==> config.mk <==
export PLATFORM = sky130hd
export DESIGN_NAME = pcr_ctrl_reg
export DESIGN_NICKNAME = d
export VERILOG_FILES = /design/src/rtl/pcr_pkg.sv /design/src/rtl/pcr_pacer.sv /design/src/rtl/pcr_lock.sv /design/src/rtl/pcr_store.sv /design/src/rtl/pcr_ctrl_reg.sv
export SDC_FILE = /design/constraint.sdc
export NUM_CORES = 1
export LEC_CHECK = 0
export BUFFER_PORTS_ARGS = -buffer_cell sky130_fd_sc_hd__buf_2
export CORE_MARGIN = 2
export CORE_UTILIZATION = 44
export CTS_BUF_LIST = sky130_fd_sc_hd__clkbuf_4 sky130_fd_sc_hd__clkbuf_8
export DETAILED_ROUTE_END_ITERATION = 16
export GPL_ROUTABILITY_DRIVEN = 0
export PLACE_DENSITY = 0.83
export SYNTH_ARGS = -nofsm -noshare
export SYNTH_HDL_FRONTEND = slang
export SYNTH_SLANG_ARGS = --single-unit
==> constraint.sdc <==
create_clock -name clk_i -period 2.1 [get_ports clk_i]
set_input_delay 0.315 -clock clk_i [delete_from_list [all_inputs] [get_ports clk_i]]
set_output_delay 0.315 -clock clk_i [all_outputs]
set_load 0.02 [all_outputs]
==> src/rtl/pcr_pkg.sv <==
package pcr_pkg;
    localparam int DW        = 32;
    localparam int RDY_BIT   = 31;
    localparam int SLEEP_BIT = 1;

    // bits that software may change
    localparam logic [DW-1:0] WR_MASK   = 32'h400B_67DB;
    // clock-configuration bits frozen by the tamper lock
    localparam logic [DW-1:0] LOCK_MASK = 32'h000B_0141;
    // storage reset value (ready flag is produced by the pacer)
    localparam logic [DW-1:0] RST_VAL   = 32'h0000_2000;

    typedef enum logic [1:0] {
        ST_READY  = 2'd0,
        ST_BUSY   = 2'd1,
        ST_HALTED = 2'd2
    } pace_state_e;
endpackage

==> src/rtl/pcr_pacer.sv <==
module pcr_pacer
    import pcr_pkg::*;
#(
    parameter int BUSY_CYC = 4,
    localparam int CNT_W   = $clog2(BUSY_CYC) + 1
) (
    input  logic clk_i,
    input  logic rst_ni,
    input  logic wr_en_i,
    input  logic sleep_q_i,
    output logic accept_o,
    output logic ready_o,
    output logic done_o
);
    pace_state_e state_q, state_d;
    logic [CNT_W-1:0] cnt_q, cnt_d;
    logic finish, done_q;

    // state register
    always_ff @(posedge clk_i or negedge rst_ni) begin
        if (!rst_ni) begin
            state_q <= ST_READY;
            cnt_q   <= '0;
            done_q  <= 1'b0;
        end else begin
            state_q <= state_d;
            cnt_q   <= cnt_d;
            done_q  <= finish;
        end
    end

    // next-state logic
    always_comb begin
        state_d = state_q;
        cnt_d   = cnt_q;
        finish  = 1'b0;
        unique case (state_q)
            ST_READY: begin
                if (wr_en_i) begin
                    state_d = ST_BUSY;
                    cnt_d   = CNT_W'(BUSY_CYC - 1);
                end
            end
            ST_BUSY: begin
                if (cnt_q == '0) begin
                    finish  = 1'b1;
                    state_d = sleep_q_i ? ST_HALTED : ST_READY;
                end else begin
                    cnt_d = cnt_q - 1'b1;
                end
            end
            ST_HALTED: begin
                state_d = ST_HALTED;
            end
            default: begin
                state_d = ST_READY;
            end
        endcase
    end

    // outputs
    always_comb begin
        accept_o = (state_q == ST_READY) && wr_en_i;
        ready_o  = (state_q != ST_BUSY);
        done_o   = done_q;
    end
endmodule

==> src/rtl/pcr_lock.sv <==
module pcr_lock (
    input  logic clk_i,
    input  logic rst_ni,
    input  logic tamper_i,
    output logic lock_q_o,
    output logic lock_eff_o
);
    logic lock_q;

    always_ff @(posedge clk_i or negedge rst_ni) begin
        if (!rst_ni) lock_q <= 1'b0;
        else         lock_q <= lock_q | tamper_i;
    end

    assign lock_q_o   = lock_q;
    assign lock_eff_o = lock_q | tamper_i;
endmodule

==> src/rtl/pcr_store.sv <==
module pcr_store
    import pcr_pkg::*;
(
    input  logic          clk_i,
    input  logic          rst_ni,
    input  logic          accept_i,
    input  logic          lock_i,
    input  logic [DW-1:0] wdata_i,
    output logic [DW-2:0] q_o
);
    logic unused_wbits;
    assign unused_wbits = ^(wdata_i & ~WR_MASK);

    for (genvar i = 0; i < DW - 1; i++) begin : g_bit
        if (WR_MASK[i]) begin : g_rw
            logic bit_q;
            logic frozen;
            assign frozen = LOCK_MASK[i] ? lock_i : 1'b0;
            always_ff @(posedge clk_i or negedge rst_ni) begin
                if (!rst_ni)                bit_q <= RST_VAL[i];
                else if (accept_i && !frozen) bit_q <= wdata_i[i];
            end
            assign q_o[i] = bit_q;
        end else begin : g_rsv
            assign q_o[i] = 1'b0;
        end
    end
endmodule

==> src/rtl/pcr_ctrl_reg.sv <==
module pcr_ctrl_reg
    import pcr_pkg::*;
#(
    parameter int BUSY_CYC = 4
) (
    input  logic          clk_i,
    input  logic          rst_ni,
    input  logic          wr_en_i,
    input  logic [DW-1:0] wr_data_i,
    output logic [DW-1:0] rd_data_o,
    input  logic          tamper_i,
    input  logic          irq_en_i,
    output logic          irq_o,
    output logic          sleep_req_o
);
    logic accept, ready, done;
    logic lock_q, lock_eff;
    logic [DW-2:0] store_q;

    pcr_pacer #(.BUSY_CYC(BUSY_CYC)) u_pacer (
        .clk_i     (clk_i),
        .rst_ni    (rst_ni),
        .wr_en_i   (wr_en_i),
        .sleep_q_i (store_q[SLEEP_BIT]),
        .accept_o  (accept),
        .ready_o   (ready),
        .done_o    (done)
    );

    pcr_lock u_lock (
        .clk_i      (clk_i),
        .rst_ni     (rst_ni),
        .tamper_i   (tamper_i),
        .lock_q_o   (lock_q),
        .lock_eff_o (lock_eff)
    );

    pcr_store u_store (
        .clk_i    (clk_i),
        .rst_ni   (rst_ni),
        .accept_i (accept),
        .lock_i   (lock_eff),
        .wdata_i  (wr_data_i),
        .q_o      (store_q)
    );

    assign rd_data_o   = {ready, store_q};
    assign irq_o       = done & irq_en_i;
    assign sleep_req_o = store_q[SLEEP_BIT];
endmodule

# After elaboration in Yosys (flattened, before gate mapping)
# Index checks and enable logic that the tools add are counted.
# Widths: inputs -> output; s select.
dict set report classes {
  n_addsub 1
  bitwise_logic 2
  muxes 9
  eq_ne 6
  reduce_logical 8
}
# operator n
set ops {}
lappend ops {{$mux 2} 3}
lappend ops {{$mux 3} 2}
lappend ops {{$pmux 2 s3} 1}
lappend ops {{$pmux 3 s2} 1}
lappend ops {{$ne 2x1->1 const B} 2}
lappend ops {{$ne 2x2->1 const B} 2}
lappend ops {{$logic_not 3->1} 1}
lappend ops {{$reduce_and 3->1} 1}
lappend ops {{$sub 3x1->3 const B} 1}
lappend ops {{$eq 2x1->1 const B} 1}
lappend ops {{$eq 2x2->1 const B} 1}
lappend ops {{$logic_and 1x1->1} 2}
lappend ops {{$logic_not 2->1} 1}
lappend ops {{$mux 1} 2}
lappend ops {{$reduce_and 2->1} 1}
lappend ops {{$reduce_bool 2->1} 1}
lappend ops {{$and 1x1->1} 1}
lappend ops {{$logic_not 1->1} 1}
lappend ops {{$or 1x1->1} 1}
dict set report totals {
  in_bits 37
  out_inout_bits 34
  reg_bits 22
}

# Longest topological paths before layout
dict set report depth {
  ltp_word 3
  ltp_mapped 5
  depth_no_buf 5
}

# Hierarchy
# Synthesis repeated with hierarchy kept, for this count alone.
dict set report unflattened {
  cells_unflattened 97
  hier_area_um2 1202.4
}
# mod instances cells_per_inst seq_area_each_um2 area_per_inst_um2
set by_module_without_submodules {}
lappend by_module_without_submodules {pcr_store 1 65 376.6 840.8}
lappend by_module_without_submodules {pcr_pacer 1 27 150.1 309.0}
lappend by_module_without_submodules {pcr_lock 1 2 25.0 31.3}
lappend by_module_without_submodules {pcr_ctrl_reg 1 3 0.0 21.3}

# Worst setup path before layout
# No wires, ideal clock.
dict set report synth_timing {
  kind {register -> register}
  from {register u_pacer.cnt_q[0]}
  to {register u_pacer.cnt_q[1]}
  path_buffers 0
  arrival_ns 1.322
  path_stages_with_launch 6
  period_less_slack_ns 1.447
  setup_time_ns 0.125
  setup_slack_ns 0.653
  path_cell_list {dfrtp_1 > inv_1 > ha_1 > nor2b_1 > a211oi_2 > mux2_2}
}
dict set report synth_between {
  elab_chain_len 3
  word_cells_on_any_way 6
  classes_between {1 x add/sub; 1 x eq/ne; 2 x mux; 2 x reduce/logical}
}
# element line_no
set synth_lines {}
lappend synth_lines {{start: declaration} pcr_pacer.sv:16} ;# logic [CNT_W-1:0] cnt_q, cnt_d;
lappend synth_lines {{start signal: assignment} pcr_pacer.sv:27} ;# cnt_q <= cnt_d;
lappend synth_lines {{$sub 3x1->3 / $logic_not 3->1 (equally long branches)} {pcr_pacer.sv:49, pcr_pacer.sv:45}}
lappend synth_lines {{$mux 3 / $ne 2x2->1 (equally long branches)} -}
lappend synth_lines {{$pmux 3 s2 / $reduce_and 3->1 (equally long branches)} -}
# Parallel ways exist; a longest one is shown, timed or not. The select of a mux whose other input is x is not followed.
# A chain may end at the register's enable or synchronous reset.

# Worst setup path after layout
# Same ends and word-level chain as after synthesis.

==> impl_metrics.toml <==
[run_status]
status = "completed"

[setup_path]
timing.critical_path.fanout_max = 3
crit_buf_inv = 1
worstSetupPathType = "reg2reg"
cp-endpoint = "u_pacer.cnt_q[1]$_DFFE_PN0P_"
worstPathCellList = "inv_1, ha_1, nor2b_1, a211oi_2, mux2_2"
r2r_cells = 5
worst-r2r-setup-slack_ns = 0.54
critPathTopFamily = "flip-flops"
crit_cells = 5
startpoint = "u_pacer.cnt_q[0]$_DFFE_PN0P_"
start_kind = "flop"
reg2reg_from = "u_pacer.cnt_q[0]$_DFFE_PN0P_"
critical_path.max_stage_delay_ns = 0.37
worstReg2RegEnd = "u_pacer.cnt_q[1]$_DFFE_PN0P_"
setup.worst_path.end_class = "flop"
critPathArrivalTime_ns = 1.75
crit_slowest_cell = "dfrtp_1"
worstPathRequired_ns = 2.29

[synthesis]
mappedNetlistArea_mm2 = 0.00119
yosys_register_bits = 22
synth.lib_cells_used.distinct = 21
syn_inst = 97
synth.avg_cell_area_um2 = 12.3
yosysSeqAreaShare_pct = 46.4
yosys_warnings = 0

[clock_tree]
cts_tree = "yes"
tritoncts.num_buffers = 3
tritoncts_num_sinks = 22
clk_pin_slew_worst_paths_ns = 0.11
htreeDepth = 1
postCtsResizedCells = 0
clock_tree.buffer_depth = 2
clock_tree.root_cell = "clkbuf_4"
worstSkewPairLatency_ns = 0.29

[sta]
finalCriticalPeriod_ns = 1.56
setup_viol_count_final = 0
fmax_mhz = 640
drv_slew = 0
totalNegativeSetupSlack_ns = 0
final_hold_viol_count = 0
clock_skew_ns = 0.00188
unrepaired_setup_endpoints_after_global_routing = "false"
fin_crit_sh_pct = 74.4
holdWs_ns = 0.218

[global_routing]
first_global_vias = 670
global_route_wire_length_before_repair_um = 2770
overflow = 0
grt_start_max_net_pins = 23
track_usage_pct = 11.1
antenna_found_initial = 0

[die]
die_area_mm2 = 0.00314
die_height_um = 56
initial_utilization_pct = 47.2
total_core_area_mm2 = 0.00252
io_pins = 71
die_w_um = 56
placement_rows = 18

[layout]
layout.cells.most_common_list = "buf_2, dfrtp_1, conb_1, mux2_2, mux2_4"
antennaDiodeCount = 0
layout.cells.most_common = "buf_2"
number_of_filler_cells_placed_in_the_layout = 248
area_occupied_by_multi_input_gates_um2 = 417
area_growth_from_synthesis_to_final_layout_pct = 5.89
layout-drive-gt1-share_pct = 52.9
fin_nets = 161
layout.area.seq_um2 = 552

[pwr]
p_seq_share_pct = 42.8
p_sw_share_pct = 36.8
leakage_nw = 0.699
pwr-share-clk_pct = 14.4
comb_power_share_pct = 42.8
netSwitchingPower_w = 0.000568
cellInternalPower_w = 0.000976
worst_case_vdd_ir_drop_v = 0.000744
power.density_cell_area_mw_per_mm2 = 1230

[run]
timing.max_cap.violations = 0

[routing]
route.detailed.vias_per_inst = 4.38
drt_first_pass_iters = 3
drt_iter0_markers = 3
antenna_violating_nets_post_route = 0
num_vias = 661
drc = 0
wl_per_cell_um = 10.8
detail_route.wirelength_um = 1630

[hold_path]
hold_class = "in2reg"

[place]
hpwl_after_detailed_placement_um = 1340
buffer_ports.inserted = 37
## synth_stat cells
library cell / count / area, um2
a211oi_2: 1 / 12.5
a21bo_2: 1 / 10.0
a22o_1: 1 / 8.76
and2_1: 2 / 12.5
buf_4: 32 / 240
buf_6: 2 / 22.5
conb_1: 1 / 3.75
dfrtp_1: 21 / 526
dfstp_2: 1 / 26.3
ha_1: 2 / 25.0
inv_1: 4 / 15.0
mux2_2: 10 / 113
mux2_4: 6 / 90.1
nand2_1: 2 / 7.51
nand2b_4: 1 / 13.8
nor2_1: 1 / 3.75
nor2b_1: 3 / 18.8
nor3b_1: 1 / 7.51
nor3b_2: 1 / 12.5
o21ai_0: 3 / 15.0
or2_2: 1 / 6.26
## power groups by stage
stage	Clock (W)	Sequential [W]	Combinational (W)
floorplan	0	0.000665	0.000652
global placement	0	0.000663	0.000655
detailed placement	0	0.000674	0.000672
CTS	0.000231	0.000665	0.000673
global route	0.000248	0.000684	0.000721
finish	0.000222	0.000662	0.000661
## layout make-up
class                      instances  share of cell area, %
clock buffer                       4                   2.88
inverter                           4                   1.19
multi-input combinational         52                   33.1
tap                               30                   2.98
sequential                        22                   43.8
timing repair buffer              39                   16.1
## what timing repair did
action                                 CTS  global route
buffers inserted                         0             0
endpoints found under the hold margin   21             0
hold buffers                             1             0
## state kept, by name, summed over array words and instances (netlist names)
signal	flops
u_pacer.state_q	2
u_store.g_bit.g_rw.bit_q	15
u_pacer.done_o	1
u_pacer.cnt_q	3
u_lock.lock_q_o	1
## logic make-up (layout without fill, tap and decap cells)
group	Yosys count	count (layout)	share of synthesized area [%]
multiplexers	16	16	17.0
other	1	16	0.315
adder cells (fa/ha/maj)	2	2	2.10
AND/OR/NAND/NOR	12	12	6.94
buffers and inverters	38	47	23.3
AO/OA/AOI/OAI	6	6	3.89
flip-flops	22	22	46.4
## worst min-delay path by stage
stage,from,to,cells past startpoint
3_5_place_dp,rst_ni,u_store.g_bit[10].g_rw.bit_q$_DFFE_PN0P_,1
2_1_floorplan,rst_ni,u_lock.lock_q_o$_DFF_PN0_,0
4_1_cts,tamper_i,u_lock.lock_q_o$_DFF_PN0_,2
5_1_grt,tamper_i,u_lock.lock_q_o$_DFF_PN0_,2
6_report,tamper_i,u_lock.lock_q_o$_DFF_PN0_,2
3_3_place_gp,rst_ni,u_store.g_bit[10].g_rw.bit_q$_DFFE_PN0P_,1
## per-stage QoR
step	setup slack, ns	std cells	area, um2	util (%)	power (W)
2_1_floorplan	0.653	112	1250	-	0.00132
3_3_place_gp	0.576	146	1210	48.1	0.00132
3_5_place_dp	0.549	146	1210	48.1	0.00135
4_1_cts	0.533	151	1260	50.0	0.00157
5_1_grt	0.451	151	1260	50.0	0.00165
6_report	0.537	151	1260	50.0	0.00154
## per-layer routing
metal	track usage, %	part of all wire (%)	up-vias
li1	-	-	316
met1	11.9	36	311
met2	20.8	57	34
met3	3.26	7.2	0
met4	3.40	0	0
met5	0	0	-
(Power assumes the default switching activity.)
